### src/rtl/sbx_pkg.sv
package sbx_pkg;

  localparam int SUB_W  = 5;          // redundant subfield width (ring mod x^5+1)
  localparam int SUB_C  = SUB_W - 1;  // canonical subfield width
  localparam int TWR_W  = 2 * SUB_W;  // composite element width
  localparam int BYTE_W = 8;

  typedef logic [SUB_W-1:0]  sub_t;
  typedef logic [SUB_C-1:0]  subc_t;
  typedef logic [TWR_W-1:0]  twr_t;
  typedef logic [BYTE_W-1:0] byte_t;
  typedef logic [BYTE_W-1:0][TWR_W-1:0] fwd_mat_t;
  typedef logic [TWR_W-1:0][BYTE_W-1:0] out_mat_t;

  // cyclic convolution: product in GF(2)[x]/(x^5+1)
  function automatic sub_t sub_mul(sub_t a, sub_t b);
    sub_t r;
    r = '0;
    for (int i = 0; i < SUB_W; i++)
      for (int j = 0; j < SUB_W; j++)
        r[(i + j) % SUB_W] = r[(i + j) % SUB_W] ^ (a[i] & b[j]);
    return r;
  endfunction

  // squaring is a pure bit permutation: i -> 2i mod 5
  function automatic sub_t sub_sq(sub_t a);
    sub_t r;
    r = '0;
    for (int i = 0; i < SUB_W; i++)
      r[(2 * i) % SUB_W] = a[i];
    return r;
  endfunction

  // a^14 = a^2 * a^4 * a^8 ; zero (either form) stays zero
  function automatic sub_t sub_inv(sub_t a);
    sub_t s1, s2, s3;
    s1 = sub_sq(a);
    s2 = sub_sq(s1);
    s3 = sub_sq(s2);
    return sub_mul(sub_mul(s1, s2), s3);
  endfunction

  // all-ones equals zero in the field, so complement when the top bit is set
  function automatic subc_t sub_canon(sub_t a);
    return a[SUB_W-1] ? ~a[SUB_C-1:0] : a[SUB_C-1:0];
  endfunction

  function automatic sub_t sub_from4(subc_t c);
    return {1'b0, c};
  endfunction

  // y^2 + y + lam must have no root in the subfield
  function automatic sub_t find_lambda();
    sub_t lam;
    bit   ok;
    lam = '0;
    for (int c = 15; c >= 1; c--) begin
      ok = 1'b1;
      for (int t = 0; t < 16; t++) begin
        sub_t tt;
        tt = sub_from4(subc_t'(t));
        if (sub_canon(sub_mul(tt, tt) ^ tt) == subc_t'(c)) ok = 1'b0;
      end
      if (ok) lam = sub_from4(subc_t'(c));
    end
    return lam;
  endfunction

  // (ah y + al)(bh y + bl) with y^2 = y + lam
  function automatic twr_t twr_mul(twr_t a, twr_t b, sub_t lam);
    sub_t hh, hi, lo;
    hh = sub_mul(a[TWR_W-1:SUB_W], b[TWR_W-1:SUB_W]);
    hi = hh ^ sub_mul(a[TWR_W-1:SUB_W], b[SUB_W-1:0])
            ^ sub_mul(a[SUB_W-1:0], b[TWR_W-1:SUB_W]);
    lo = sub_mul(lam, hh) ^ sub_mul(a[SUB_W-1:0], b[SUB_W-1:0]);
    return {hi, lo};
  endfunction

  function automatic byte_t twr_canon(twr_t a);
    return {sub_canon(a[TWR_W-1:SUB_W]), sub_canon(a[SUB_W-1:0])};
  endfunction

  function automatic twr_t twr_from8(byte_t k);
    return {sub_from4(k[7:4]), sub_from4(k[3:0])};
  endfunction

  function automatic bit is_aes_root(twr_t b, sub_t lam);
    twr_t p2, p3, p4, p8, s;
    p2 = twr_mul(b, b, lam);
    p3 = twr_mul(p2, b, lam);
    p4 = twr_mul(p2, p2, lam);
    p8 = twr_mul(p4, p4, lam);
    s  = p8 ^ p4 ^ p3 ^ b ^ twr_from8(8'h01);
    return twr_canon(s) == 8'h00;
  endfunction

  function automatic int max_row_wt(fwd_mat_t m);
    int w, cnt;
    w = 0;
    for (int r = 0; r < TWR_W; r++) begin
      cnt = 0;
      for (int i = 0; i < BYTE_W; i++) cnt += int'(m[i][r]);
      if (cnt > w) w = cnt;
    end
    return w;
  endfunction

  // column i = image of x^i; root picked for lowest worst row weight
  function automatic fwd_mat_t build_fwd();
    sub_t     lam;
    fwd_mat_t best, m;
    int       bestw, w;
    twr_t     b;
    lam   = find_lambda();
    best  = '0;
    bestw = 1000;
    for (int k = 2; k < 256; k++) begin
      b = twr_from8(byte_t'(k));
      if (is_aes_root(b, lam)) begin
        m[0] = twr_from8(8'h01);
        for (int i = 1; i < BYTE_W; i++) m[i] = twr_mul(m[i-1], b, lam);
        w = max_row_wt(m);
        if (w < bestw) begin
          bestw = w;
          best  = m;
        end
      end
    end
    return best;
  endfunction

  function automatic twr_t fwd_apply(fwd_mat_t m, byte_t v);
    twr_t acc;
    acc = '0;
    for (int i = 0; i < BYTE_W; i++) if (v[i]) acc = acc ^ m[i];
    return acc;
  endfunction

  function automatic byte_t rotl8(byte_t v, int n);
    return byte_t'((v << n) | (v >> (BYTE_W - n)));
  endfunction

  function automatic byte_t aff_lin(byte_t v);
    return v ^ rotl8(v, 1) ^ rotl8(v, 2) ^ rotl8(v, 3) ^ rotl8(v, 4);
  endfunction

  // per redundant wire: back-map its field value, then the affine matrix
  function automatic out_mat_t build_out();
    fwd_mat_t f;
    out_mat_t o;
    byte_t    tgt;
    f = build_fwd();
    o = '0;
    for (int j = 0; j < TWR_W; j++) begin
      tgt = twr_canon(twr_t'(1) << j);
      for (int v = 0; v < 256; v++)
        if (twr_canon(fwd_apply(f, byte_t'(v))) == tgt) o[j] = aff_lin(byte_t'(v));
    end
    return o;
  endfunction

endpackage

### src/rtl/sbx_fwd_map.sv
module sbx_fwd_map
  import sbx_pkg::*;
#(
  parameter fwd_mat_t MAT = build_fwd()
) (
  input  byte_t din,
  output twr_t  tout
);

  always_comb begin
    tout = '0;
    for (int i = 0; i < BYTE_W; i++)
      if (din[i]) tout = tout ^ MAT[i];
  end

  // an isomorphism sends no nonzero byte to zero
  always_comb begin
    if (din != '0) begin
      AST_FWD_INJECTIVE: assert (twr_canon(tout) != 8'h00) else $error("nonzero byte mapped to zero");
    end
  end

endmodule

### src/rtl/sbx_tower_inv.sv
module sbx_tower_inv
  import sbx_pkg::*;
#(
  parameter bit MID_REG = 1'b1
) (
  input  logic clk,
  input  logic rst,
  input  logic in_vld,
  input  twr_t a,
  output logic out_vld,
  output twr_t q
);

  localparam sub_t LAM = find_lambda();

  sub_t ah, al, nrm, ninv, conj_lo;
  sub_t s_ninv, s_hi, s_lo;

  // stage 1: norm a^17 = lam*ah^2 + ah*al + al^2 ; conjugate is (ah, ah^al)
  always_comb begin
    ah      = a[TWR_W-1:SUB_W];
    al      = a[SUB_W-1:0];
    nrm     = sub_mul(LAM, sub_mul(ah, ah)) ^ sub_mul(ah, al) ^ sub_mul(al, al);
    conj_lo = ah ^ al;
    // stage 2: subfield inversion
    ninv    = sub_inv(nrm);
  end

  always_comb begin
    if (twr_canon(a) != 8'h00) begin
      AST_NORM_NONZERO: assert (sub_canon(nrm) != '0) else $error("zero norm for nonzero input");
    end
    if (sub_canon(nrm) != '0) begin
      AST_SUB_INVERSE: assert (sub_canon(sub_mul(ninv, nrm)) == subc_t'(1)) else $error("subfield inverse wrong");
    end
  end

  generate
    if (MID_REG) begin : g_mid
      logic s_vld;
      always_ff @(posedge clk) begin
        if (rst) begin
          s_vld  <= 1'b0;
          s_ninv <= '0;
          s_hi   <= '0;
          s_lo   <= '0;
        end else begin
          s_vld <= in_vld;
          if (in_vld) begin
            s_ninv <= ninv;
            s_hi   <= ah;
            s_lo   <= conj_lo;
          end
        end
      end
      assign out_vld = s_vld;
    end else begin : g_flat
      assign s_ninv  = ninv;
      assign s_hi    = ah;
      assign s_lo    = conj_lo;
      assign out_vld = in_vld;
    end
  endgenerate

  // stage 3: scale the conjugate by the inverted norm
  assign q = {sub_mul(s_ninv, s_hi), sub_mul(s_ninv, s_lo)};

endmodule

### src/rtl/sbx_out_map.sv
module sbx_out_map
  import sbx_pkg::*;
#(
  parameter out_mat_t MAT   = build_out(),
  parameter byte_t    AFF_C = 8'h63
) (
  input  twr_t  tin,
  output byte_t sout
);

  always_comb begin
    sout = AFF_C;
    for (int j = 0; j < TWR_W; j++)
      if (tin[j]) sout = sout ^ MAT[j];
  end

  always_comb begin
    if (tin == '0) begin
      AST_ZERO_CONST: assert (sout == AFF_C) else $error("zero did not give affine constant");
    end
  end

endmodule

### src/rtl/sbx_subbytes.sv
module sbx_subbytes
  import sbx_pkg::*;
#(
  parameter bit    MID_REG = 1'b1,
  parameter byte_t AFF_C   = 8'h63
) (
  input  logic       clk,
  input  logic       rst,
  input  logic       din_vld,
  input  logic [7:0] din,
  output logic       dout_vld,
  output logic [7:0] dout
);

  localparam fwd_mat_t FWD = build_fwd();
  localparam out_mat_t OUTM = build_out();

  twr_t  t_in, t_inv;
  logic  inv_vld;
  byte_t s_res;

  sbx_fwd_map #(.MAT(FWD)) u_fwd (
    .din  (din),
    .tout (t_in)
  );

  sbx_tower_inv #(.MID_REG(MID_REG)) u_inv (
    .clk     (clk),
    .rst     (rst),
    .in_vld  (din_vld),
    .a       (t_in),
    .out_vld (inv_vld),
    .q       (t_inv)
  );

  sbx_out_map #(.MAT(OUTM), .AFF_C(AFF_C)) u_out (
    .tin  (t_inv),
    .sout (s_res)
  );

  always_ff @(posedge clk) begin
    if (rst) begin
      dout_vld <= 1'b0;
      dout     <= '0;
    end else begin
      dout_vld <= inv_vld;
      if (inv_vld) dout <= s_res;
    end
  end

  AST_RST_CLEAR: assert property (@(posedge clk) rst |=> (!dout_vld && dout == '0));
  AST_OUT_HOLD: assert property (@(posedge clk) disable iff (rst) !inv_vld |=> $stable(dout));

  generate
    if (MID_REG) begin : g_lat2
      AST_LATENCY: assert property (@(posedge clk) disable iff (rst) din_vld |=> ##1 dout_vld);
      AST_NO_SPURIOUS: assert property (@(posedge clk) disable iff (rst) !din_vld |=> ##1 !dout_vld);
    end else begin : g_lat1
      AST_LATENCY: assert property (@(posedge clk) disable iff (rst) din_vld |=> dout_vld);
      AST_NO_SPURIOUS: assert property (@(posedge clk) disable iff (rst) !din_vld |=> !dout_vld);
    end
  endgenerate

endmodule

### config.mk
export PLATFORM = sky130hd
export DESIGN_NAME = sbx_subbytes
export DESIGN_NICKNAME = d
export VERILOG_FILES = /design/src/rtl/sbx_pkg.sv /design/src/rtl/sbx_fwd_map.sv /design/src/rtl/sbx_tower_inv.sv /design/src/rtl/sbx_out_map.sv /design/src/rtl/sbx_subbytes.sv
export SDC_FILE = /design/constraint.sdc
export NUM_CORES = 1
export LEC_CHECK = 0
export ABC_CLOCK_PERIOD_IN_PS = 4400
export BUFFER_PORTS_ARGS = -buffer_cell sky130_fd_sc_hd__buf_2
export CORE_ASPECT_RATIO = 1.4
export CORE_UTILIZATION = 55
export CTS_CLUSTER_DIAMETER = 30
export DETAILED_ROUTE_END_ITERATION = 12
export PLACE_DENSITY = 0.76
export SLEW_MARGIN = 20
export SYNTH_ARGS = -nofsm -noshare
export SYNTH_HDL_FRONTEND = slang
export SYNTH_SLANG_ARGS = --single-unit
### constraint.sdc
create_clock -name clk -period 4.4 [get_ports clk]
set_input_delay 0.88 -clock clk [delete_from_list [all_inputs] [get_ports clk]]
set_output_delay 0.88 -clock clk [all_outputs]
set_load 0.02 [all_outputs]
# [Yosys cells after proc, flatten, opt, wreduce, memory -nomap -nowiden]
# Index checks and enable logic that the tools add are counted.
[word_totals] reg_bits=25 out_inout_bits=9 elab_cells=307
[op_classes] n_mux=18 bitwise=283
[op_table] op="$xor A1 B1 Y1" n=136
[op_table] op="$and A1 B1 Y1" n=128
[op_table] op="$mux W8" n=7
[op_table] op="$mux W10" n=5
[op_table] op="$not A4 Y4" n=8
[op_table] op="$xor A5 B5 Y5" n=3
[op_table] op="$mux W6" n=2
[op_table] op="$not A5 Y5" n=2
[op_table] op="$mux W9" n=1
[op_table] op="$mux W7" n=1
[op_table] op="$not A5 Y6" n=1
[op_table] op="$not A6 Y6" n=1
[op_table] op="$mux W5" n=1
[op_table] op="$not A1 Y4 const A" n=1
[op_table] op="$not A3 Y3" n=1
[op_table] op="$not A1 Y2" n=1
[op_table] op="$not A2 Y2" n=1
[op_table] op="$mux W1" n=1

# [Depth between registers and ports, before layout]
# Gate-level depths: netlist of run 1.
[logic_depth] ltp_word=31 depth_mapped=19 mapped_depth_nobuf=17

# [By module]
# From an unflattened synthesis of run 1, not the netlist that was laid out.
[unflattened] cells_unflattened=331 hier_area_um2=2791.4
[by_module_without_submodules] mod="sbx_tower_inv" instances=1 cells_per_inst=267 area_each_um2=2113.3 seq_area_each_um2=320.3
[by_module_without_submodules] mod="sbx_subbytes" instances=1 cells_per_inst=28 area_each_um2=312.8 seq_area_each_um2=180.2
[by_module_without_submodules] mod="sbx_out_map" instances=1 cells_per_inst=19 area_each_um2=195.2 seq_area_each_um2=0.0
[by_module_without_submodules] mod="sbx_fwd_map" instances=1 cells_per_inst=17 area_each_um2=170.2 seq_area_each_um2=0.0

# [Worst setup path after synthesis of run 1]
# OpenSTA, ideal clock, no wires.
[synth_timing] path_type="in2reg" start="input port din[2]" end="register u_inv.s_ninv[1]" setup_ns=0.145 t_arrival_ns=4.380 required_time_ns=4.255 setup_slack_ns=-0.125 path_stages=16 n_path_buf=2 path_cell_list="buf_4 xnor2_1 xnor2_1 ha_1 inv_1 ha_1 xnor2_1 xnor2_1 xnor3_1 xnor2_2 buf_2 ha_1 inv_1 mux2_2 a211oi_2 a211oi_1"
[synth_rtl] item="start: declaration" line_no="sbx_subbytes.sv:10" text="input logic [7:0] din,"
[synth_rtl] item="$mux W10 *" line_no="sbx_fwd_map.sv:13" text="if (din[i]) tout = tout ^ MAT[i];"
[synth_rtl] item="$not A4 Y4 (no line)"
[synth_rtl] item="$mux W10 * (4 in a row)" line_no="sbx_fwd_map.sv:13"
[synth_rtl] item="$mux W9 *" line_no="sbx_fwd_map.sv:13"
[synth_rtl] item="via t_in[7]" line_no="sbx_subbytes.sv:18" text="twr_t t_in, t_inv;"
[synth_rtl] item="$and A1 B1 Y1" line_no="sbx_pkg.sv:21" text="r[(i + j) % SUB_W] = r[(i + j) % SUB_W] ^ (a[i] & b[j]);"
[synth_rtl] item="$xor A1 B1 Y1 (4 in a row)" line_no="sbx_pkg.sv:21"
[synth_rtl] item="$xor A5 B5 Y5 * (2 in a row)" line_no="sbx_tower_inv.sv:23" text="nrm = sub_mul(LAM, sub_mul(ah, ah)) ^ sub_mul(ah, al) ^ sub_mul(al, al);"
[synth_rtl] item="$and A1 B1 Y1" line_no="sbx_pkg.sv:21"
[synth_rtl] item="$xor A1 B1 Y1 (4 in a row)" line_no="sbx_pkg.sv:21"
[synth_rtl] item="$and A1 B1 Y1" line_no="sbx_pkg.sv:21"
[synth_rtl] item="$xor A1 B1 Y1 (3 in a row)" line_no="sbx_pkg.sv:21"
[synth_rtl] item="$xor A1 B1 Y1 *" line_no="sbx_pkg.sv:21"
[synth_rtl] item="end signal: assignment" line_no="sbx_tower_inv.sv:50" text="s_ninv <= ninv;"
[synth_rtl] item="end: declaration" line_no="sbx_tower_inv.sv:17" text="sub_t s_ninv, s_hi, s_lo;"
# Mark *: on every way through the listed nets, which the timed path passes. The rest lies on a longest branch.
# A chain may end at the register's enable or synchronous reset.

# [Worst setup path in the final report of run 1]
[layout_timing] start="input port din[2]" end="register u_inv.s_ninv[1]"
[layout_between] elab_chain_len=26
[layout_rtl] item="$mux W10 *" line_no="sbx_fwd_map.sv:13"
[layout_rtl] item="$not A4 Y4 (no line)"
[layout_rtl] item="$mux W10 *" line_no="sbx_fwd_map.sv:13"
[layout_rtl] item="$not A4 Y4 (no line)"
[layout_rtl] item="$mux W10 *" line_no="sbx_fwd_map.sv:13"
[layout_rtl] item="$not A4 Y4 (no line)"
[layout_rtl] item="$mux W10 *" line_no="sbx_fwd_map.sv:13"
[layout_rtl] item="$not A6 Y6 (no line)"
[layout_rtl] item="[... 1 more ...]"
[layout_rtl] item="via t_in[9]" line_no="sbx_subbytes.sv:18"
[layout_rtl] item="$and A1 B1 Y1" line_no="sbx_pkg.sv:21"
[layout_rtl] item="$xor A1 B1 Y1 (4 in a row)" line_no="sbx_pkg.sv:21"
[layout_rtl] item="$xor A5 B5 Y5 * (2 in a row)" line_no="sbx_tower_inv.sv:23"
[layout_rtl] item="$and A1 B1 Y1" line_no="sbx_pkg.sv:21"
[layout_rtl] item="$xor A1 B1 Y1 (4 in a row)" line_no="sbx_pkg.sv:21"
[layout_rtl] item="$and A1 B1 Y1" line_no="sbx_pkg.sv:21"
[layout_rtl] item="$xor A1 B1 Y1 (3 in a row)" line_no="sbx_pkg.sv:21"
[layout_rtl] item="$xor A1 B1 Y1 *" line_no="sbx_pkg.sv:21"
# Marks and branches as above.

==> flow_summary.toml, run 1 <==
[clocking]
htreeDepth = 1
clock_sinks = 25
cts_setup_buffers = 0
cts_made_buffers = 3
cts.path.max_buffers = 2
clk_pin_slew_ps = 90
clock_latency_ps = 260
cts_tree = "done"
cts_resized = 0
hold_buffers = 0
cts_root_buffer = "clkbuf_8"

[final_layout]
multi_input_area_mm2 = 0.002425
n_antenna_cell = 0
syn_to_final_growth_pct = 7.842
fill_cells = 483
ff_latch_area_um2 = 500.5
final_layout_size_suffix_gt1_share_pct = 14.79
fin_nets = 418

[routing]
drtIter0Drc = 145
via_count = 2605
vias_per_cell = 5.602
drtAntennaViolNets = 0
drc = 0
wl_mm = 6.313
drtPass1Iterations = 4
routedWlPerCell_um = 13.58

[sta]
worstMarginPinSlew_ps = 480.1
finalHoldViolCount = 0
slew_headroom_pct = 67.95
slew_violations = 0
finalSetupTns_ps = 0
post-route-period-util_pct = 93.05
period_needed_ps = 4094
setup_violations = 0
finalWorstSetupSlack_ps = 306.0
fmax_mhz = 244.3
rsz0062_at_grt = "false"
skew_ps = 2.566

[synth]
ys.flop_type = "dfxtp_1"
ys_ff_latch = 25
ys_seq_area_share_pct = 16.25
syn-num-nets = 405
syn-cell-area_mm2 = 0.003079
synth_edf_count = 0
synth_warnings = 0
synth_top_area_share_pct = 19.91
synth.most_common_cell = "xnor2_1"
async_flop_share_pct = 0
synth_cell_types = 60
postSynthAreaPerCell_um2 = 7.957
synth_area_leaders = "xnor2_1 20%, dfxtp_1 16%, nand2_1 7.8%"
syn_inst = 387
yosysTopAreaCell = "xnor2_1"
ys_top_cells_by_count = "70 x xnor2_1, 64 x nand2_1, 29 x nor2_1"

[critical_path]
rr_startpoint = "u_inv.s_ninv[4]"
required_ps = 4530
critPathCaptureType = "flop"
start_kind = "primary input"
critical_path_buf_inv_count = 2
worst_r2r_path_depth = 9
critPathMaxStageDelay_ps = 370
path_delay_family = "XOR/XNOR gates"
path_max_fanout = 6
rr_endpoint = "dout[2]"
crit_top_cell = "xnor2_1"
rrSetupSlack_ps = 1960
critical_path_class = "in2reg"
critPathSlowestCell = "xor3_2"
worstPathArrival_ps = 4230
worstPathCellList = "buf_2 > xor3_2 > xor2_1 > ha_1 > xnor2_1 > xnor2_1 > xnor2_1 > xnor2_1 > xor2_1 > o21ai_0 > ha_1 > inv_1 > mux2_2 > a211oi_2 > a211oi_1"

[status]
outcome = "finished clean"

[pwr]
p_leak_uw = 0.001303
pwr_density_cell_mw_per_mm2 = 676.2
ir_worst_vdd_uv = 269.4

[placement]
place_hpwl_mm = 4.860
detailedPlace.worstSlack_ps = 72.70
portBuffers = 19
gp_congestion = 0.8972

[floorplan]
start_util_pct = 58.37
die_area_mm2 = 0.005906
io_pins = 20
coreArea_mm2 = 0.005275
die_width_um = 65.24
row_count = 31
die_y_um = 90.53

[global_routing]
antenna_found_initial = 0
grt_overflow_total = 0
grt_max_degree = 26
grt_pass1_wl_mm = 10.96
grtUsageTotal_pct = 22.60
grt_pass1_vias = 2452

[job]
maxCapViolCount = 0

[hold_path]
worstHoldEndpoint = "dout[2]"
worstHoldPathType = "reg2reg"
min_from = "dout[2]"
hold_depth = 2
-- cell usage in the layout (no fill, tap or decap), drive strengths merged, types with 4 or more instances in the layout --
cell	n
dfxtp	25
o21ai	7
xor2	24
nand3	4
a211oi	11
nor2b	6
xnor2	75
mux2i	16
clkbuf	4
nor2	30
nand2b	6
inv	10
a31oi	6
buf	37
a21oi	15
nand2	64
ha	7
-- power by group --
| group | switching (uW) | total [uW] | internal, uW | leakage (uW) |
|---|---|---|---|---|
| registers | 87.0 | 367 | 280 | 0.000207 |
| logic | 912 | 1740 | 831 | 0.00107 |
| clock network | 70.5 | 135 | 64.7 | 0.0000228 |
-- final cells by class --
cell class	count	area share [%]
clock buffers	4	1.356
inverters	10	1.130
multi-input cells	323	73.02
flip-flops and latches	25	15.07
well taps	66	2.487
repair buffers	37	6.933
-- routing by layer --
metal | vias up | share of wire (%) | global-route usage (%)
li1 | 1318 | - | -
met4 | 0 | 1.4 | 5.978
met5 | - | 0 | 0
met3 | 8 | 2.4 | 1.136
met2 | 58 | 56 | 42.61
met1 | 1221 | 40 | 26.67
-- worst register-to-register path: stages, from the launching register on --
cell and delay [ps]:
dfxtp_1 580, nand2_1 120, xor2_1 170, xnor2_1 130, xnor2_1 380, xnor2_1 160
xnor2_1 320, xnor2_1 140, xnor2_1 140, a211oi_1 220
-- worst max-delay path by stage --
stage,start,end,depth (start not counted)
finish,din[2],u_inv.s_ninv[1],15
global route,din[2],u_inv.s_ninv[1],15
CTS,din[2],u_inv.s_ninv[1],15
detailed placement,din[2],u_inv.s_ninv[1],15
global placement,din[2],u_inv.s_ninv[1],15
floorplan,din[3],u_inv.s_ninv[1],16
-- cells by family after synthesis --
| family | synth area share [%] |
|---|---|
| AOI/OAI and AO/OA | 12.80 |
| DFF | 16.25 |
| buffers and inverters | 5.851 |
| xor gates and xnor gates | 34.78 |
| and+or+nand+nor | 20.44 |
| adders and majority gates | 3.169 |
| muxes | 6.704 |
-- sequential cells by signal (all words and copies together), names as in the netlist --
signal / cells
dout: 8
u_inv.out_vld: 1
u_inv.s_lo: 5
dout_vld: 1
u_inv.s_hi: 5
u_inv.s_ninv: 5
-- through the flow --
| step | hold slack, ps | util [%] | cells | power (uW) | area (um2) |
|---|---|---|---|---|---|
| 2_1_floorplan | 502.8 | - | 387 | 1743 | 3110 |
| 3_3_place_gp | 467.1 | 62.10 | 461 | 2070 | 3276 |
| 3_5_place_dp | 475.3 | 62.10 | 461 | 2102 | 3276 |
| 4_1_cts | 487.0 | 62.95 | 465 | 2240 | 3321 |
| 5_1_grt | 510.2 | 62.95 | 465 | 2442 | 3321 |
| 6_report | 483.6 | 62.95 | 465 | 2246 | 3321 |
(Power assumes the default switching activity.)
==> inputs of run 2 (changes only) <==
--- a/config.mk
+++ b/config.mk
@@ -5,13 +5,13 @@
 export SDC_FILE = /design/constraint.sdc
 export NUM_CORES = 1
 export LEC_CHECK = 0
-export ABC_CLOCK_PERIOD_IN_PS = 4400
 export BUFFER_PORTS_ARGS = -buffer_cell sky130_fd_sc_hd__buf_2
 export CORE_ASPECT_RATIO = 1.4
 export CORE_UTILIZATION = 55
 export CTS_CLUSTER_DIAMETER = 30
 export DETAILED_ROUTE_END_ITERATION = 12
 export PLACE_DENSITY = 0.76
+export SETUP_SLACK_MARGIN = 0.4
 export SLEW_MARGIN = 20
 export SYNTH_ARGS = -nofsm -noshare
 export SYNTH_HDL_FRONTEND = slang
==> run 2 against run 1 <==
Combinational power grew 4%; critical path type unchanged; sequential power about the same; final cell count did not move; worst hold slack worse by 1.6 ps; die area unchanged; largest cell class unchanged.
==> flow_summary.toml, run 2 (synthesis results as in run 1) <==
[final_layout]
largest_reg_flops = 8
stdcell_count = 465
syn_to_final_growth_pct = 10.32
fin_nets = 418
top_register = "dout"
fill_cells = 474
final_layout_size_suffix_gt1_share_pct = 17.54
n_antenna_cell = 0
final_cell_mix = "64 x xnor2_1, 64 x nand2_1, 29 x nor2_1, 25 x dfxtp_1, 20 x xor2_1"

[clocking]
cts_root_buffer = "clkbuf_8"
htreeDepth = 1
clock_sinks = 25
hold_buffers = 0
clock_latency_ps = 270
cts_tree = "done"
cts_made_buffers = 3
clk_pin_slew_ps = 90
cts.path.max_buffers = 2

[sta]
setup_violations = 0
rsz0062_at_grt = "false"
post-route-period-util_pct = 87.02
period_needed_ps = 3829
worstMarginPinSlew_ps = 489.4
skew_ps = 2.763
fmax_mhz = 261.2
slew_violations = 0
finalSetupTns_ps = 0
finalHoldViolCount = 0
slew_headroom_pct = 67.15

[placement]
gp_congestion = 0.8512
dp.cells = 457
place_hpwl_mm = 4.889
portBuffers = 19

[global_routing]
grt_pass1_wl_mm = 10.87
grt_max_degree = 26
grt_overflow_total = 0
grtUsageTotal_pct = 22.85
grt_pass1_vias = 2413
antenna_found_initial = 0

[critical_path]
worstPathArrival_ps = 3980
start_kind = "primary input"
required_ps = 4550
path_max_fanout = 11
critical_path_class = "in2reg"
critPathCaptureType = "flop"

[routing]
routedWlPerCell_um = 13.55
via_count = 2550
wl_mm = 6.302
vias_per_cell = 5.484
drc = 0
drtPass1Iterations = 4
drtAntennaViolNets = 0
drtIter0Drc = 131

[pwr]
p_leak_uw = 0.001328
ir_worst_vdd_uv = 339.3
pwr_density_cell_mw_per_mm2 = 682.6

[floorplan]
die_y_um = 90.53
die_width_um = 65.24
start_util_pct = 58.37
row_count = 31
coreArea_mm2 = 0.005275
io_pins = 20
die_area_mm2 = 0.005906

[job]
maxCapViolCount = 0

[status]
outcome = "finished clean"

[hold_path]
worstHoldPathType = "reg2reg"
==> run 2: path summary, 6_finish.rpt <==
path                            slack [ps]               to  cells after the start            start
worst max register to register        1910          dout[2]                      9  u_inv.s_ninv[1]
worst min register to register         480          dout[7]                      2          dout[7]
worst max-delay path                   570  u_inv.s_ninv[1]                     16           din[6]
worst min-delay path                   480          dout[7]                      2          dout[7]
==> run 2: stage by stage <==
step	cell area, um2	total power [uW]	utilization [%]	worst slack (ps)	hold slack (ps)
after global routing	3397	2533	64.40	371.5	508.7
after CTS	3336	2269	63.24	418.8	487.6
final	3397	2319	64.40	571.3	482.1
after floorplan	3164	1825	-	403.5	502.8
after global placement	3283	2091	62.24	184.1	467.8
after detailed placement	3283	2121	62.24	103.2	475.3
==> run 2: layer usage <==
metal / routed length [um] / track usage [%] / vias to the layer above / share of wire, %
met3: 176 / 2.273 / 6 / 2.8
met2: 3562 / 44.59 / 47 / 57
met1: 2500 / 25.08 / 1177 / 40
met5: 0 / 0 / - / 0
met4: 63 / 5.616 / 0 / 1.0
li1: - / - / 1320 / -
==> run 2: layout make-up <==
class / count / area, um2 / area share [%]
clock buffers: 4 / 45.04 / 1.326
inverters: 10 / 40.04 / 1.179
flip-flops and latches: 25 / 500.5 / 14.73
multi-input cells: 323 / 2495 / 73.44
well taps: 66 / 82.58 / 2.431
repair buffers: 37 / 234.0 / 6.888
==> run 2: timing repair <==
item / in CTS / in global routing
pin swaps: 0 / 6
endpoints found under the setup margin: 1 / 3
setup buffers: 0 / 4
resized for setup: 1 / 6
==> run 2: worst max-delay path: stages <==
cell	delay, ps
buf_2	90
buf_6	140
xor3_2	510
xor2_2	190
ha_2	230
xnor2_2	140
xnor2_1	140
xnor2_1	260
xnor2_2	180
xor2_2	200
o21ai_2	100
ha_4	270
inv_4	80
mux2_4	300
a211oi_2	170
a211oi_1	90
==> run 2: power breakdown <==
group | leakage (uW) | internal (uW) | switching [uW] | total [uW]
Combinational | 0.00110 | 879 | 933 | 1810
Sequential | 0.000207 | 280 | 87.5 | 367
Clock | 0.0000228 | 64.9 | 73.6 | 139
==> inputs of run 3 (changes only) <==
--- a/config.mk
+++ b/config.mk
@@ -7,10 +7,10 @@
 export LEC_CHECK = 0
 export BUFFER_PORTS_ARGS = -buffer_cell sky130_fd_sc_hd__buf_2
 export CORE_ASPECT_RATIO = 1.4
-export CORE_UTILIZATION = 55
+export CORE_UTILIZATION = 23
 export CTS_CLUSTER_DIAMETER = 30
 export DETAILED_ROUTE_END_ITERATION = 12
-export PLACE_DENSITY = 0.76
+export MAX_ROUTING_LAYER = met4
 export SETUP_SLACK_MARGIN = 0.4
 export SLEW_MARGIN = 20
 export SYNTH_ARGS = -nofsm -noshare
==> run 3 against run 2 <==
First-iteration DRC count is 43% lower; sequential power hardly changed; core utilization shrank 37 points; non-clock buffer count down 2; global-route usage is 13 points lower.
==> flow_summary.toml, run 3 (synthesis results as in run 1) <==
[clocking]
cts_root_buffer = "clkbuf_16"
cts_tree = "done"
hold_buffers = 0
cts.path.max_buffers = 2
clk_pin_slew_ps = 60
cts_made_buffers = 3
clock_latency_ps = 260
htreeDepth = 1
clock_sinks = 25

[final_layout]
fin_nets = 416
mostFrequentLayoutCell = "nand2_1"
syn_to_final_growth_pct = 15.73
top_register = "dout"
final_util_pct = 27.55
largest_reg_flops = 8
final_cell_mix = "64 x nand2_1, 63 x xnor2_1, 29 x nor2_1, 25 x dfxtp_1, 20 x xor2_1"
n_antenna_cell = 0
final_layout_size_suffix_gt1_share_pct = 17.38
stdcell_count = 575
fill_cells = 1382

[critical_path]
critPathMaxStageDelay_ps = 460
critical_path_buf_inv_count = 3
worst_r2r_path_depth = 9
path_delay_family = "XOR/XNOR gates"
critPathSlowestCell = "xor3_2"
critical_path_class = "in2reg"
start_kind = "primary input"
worstPathCellList = "buf_2 > buf_4 > xor3_2 > xor2_2 > ha_2 > xnor2_2 > xnor2_1 > xnor2_1 > xnor2_2 > xor2_2 > o21ai_2 > ha_4 > inv_4 > mux2_4 > a211oi_2 > a211oi_1"
path_max_fanout = 11
worstPathArrival_ps = 3970
rr_startpoint = "u_inv.s_ninv[1]"
rr_endpoint = "dout[2]"
rrSetupSlack_ps = 2000
critPathCaptureType = "flop"
required_ps = 4530

[sta]
period_needed_ps = 3840
rsz0062_at_grt = "true"
skew_ps = 1.214
setup_violations = 0
slew_violations = 0
fmax_mhz = 260.4
slew_headroom_pct = 59.65
post-route-period-util_pct = 87.26
worstMarginPinSlew_ps = 601.6
finalSetupTns_ps = 0
finalHoldViolCount = 0

[placement]
dp.cells = 570
place_hpwl_mm = 5.200
gp_congestion = 0.8578
portBuffers = 19

[floorplan]
io_pins = 20
die_y_um = 138.9
start_util_pct = 23.80
die_width_um = 99.79
row_count = 49
coreArea_mm2 = 0.01294
die_area_mm2 = 0.01386

[hold_path]
min_from = "dout[7]"
worstHoldEndpoint = "dout[7]"
worstHoldPathType = "reg2reg"
hold_depth = 2

[global_routing]
antenna_found_initial = 0
grt_pass1_wl_mm = 11.17
grt_max_degree = 26
grt_overflow_total = 0
grt_pass1_vias = 2423
grtUsageTotal_pct = 10.01

[pwr]
ir_worst_vdd_uv = 318.0
pwr_density_cell_mw_per_mm2 = 664.9
p_leak_uw = 0.001340

[routing]
drtAntennaViolNets = 0
via_count = 2548
drc = 0
routedWlPerCell_um = 11.64
wl_mm = 6.692
drtPass1Iterations = 4
vias_per_cell = 4.431
drtIter0Drc = 75

[job]
maxCapViolCount = 0

[status]
outcome = "finished clean"
-- run 3: worst max-delay path by stage --
stage,to,start,cells after the start
5_1_grt,u_inv.s_ninv[4],din[1],16
4_1_cts,u_inv.s_ninv[1],din[4],15
6_report,u_inv.s_ninv[1],din[6],16
3_3_place_gp,u_inv.s_ninv[1],din[6],17
2_1_floorplan,u_inv.s_ninv[1],din[6],17
3_5_place_dp,u_inv.s_ninv[1],din[6],17
-- run 3: per-layer routing --
layer | wire length, um | GRT usage (%)
met5 | 0 | -
met4 | 124 | 3.251
met3 | 164 | 1.058
met2 | 3535 | 17.86
met1 | 2868 | 11.51
-- run 3: cell type report --
| cell class | instances | area [um2] | share of cell area [%] |
|---|---|---|---|
| Clock buffer | 4 | 78.83 | 2.212 |
| Multi-Input combinational cell | 323 | 2502 | 70.22 |
| Tap cell | 178 | 222.7 | 6.250 |
| Sequential cell | 25 | 500.5 | 14.04 |
| Inverter | 10 | 40.04 | 1.124 |
| Timing Repair Buffer | 35 | 219.0 | 6.145 |
-- run 3: what timing repair did --
action                     4_1_cts  5_1_grt
gates resized for setup          1        7
setup buffers                    0        1
pin swaps                        0        5
setup endpoints to repair        1        4
-- run 3: tightest hold or removal path: stages (launching register included) --
cell,delay (ps)
dfxtp_1,310
nor2_1,80
a211oi_1,50
-- run 3: power by group --
group	internal (uW)	switching, uW
sequential	280	83.7
combinational	866	932
clock	124	82.8
total	1270	1100
-- run 3: stage by stage --
stage	setup WS [ps]	total power, uW	hold slack [ps]	cell area (um2)
finish	560.4	2369	488.0	3563
global route	383.9	2562	511.7	3563
CTS	467.8	2356	489.8	3517
detailed placement	116.5	2138	479.2	3431
global placement	210.9	2113	470.0	3431
floorplan	403.5	1825	502.8	3164
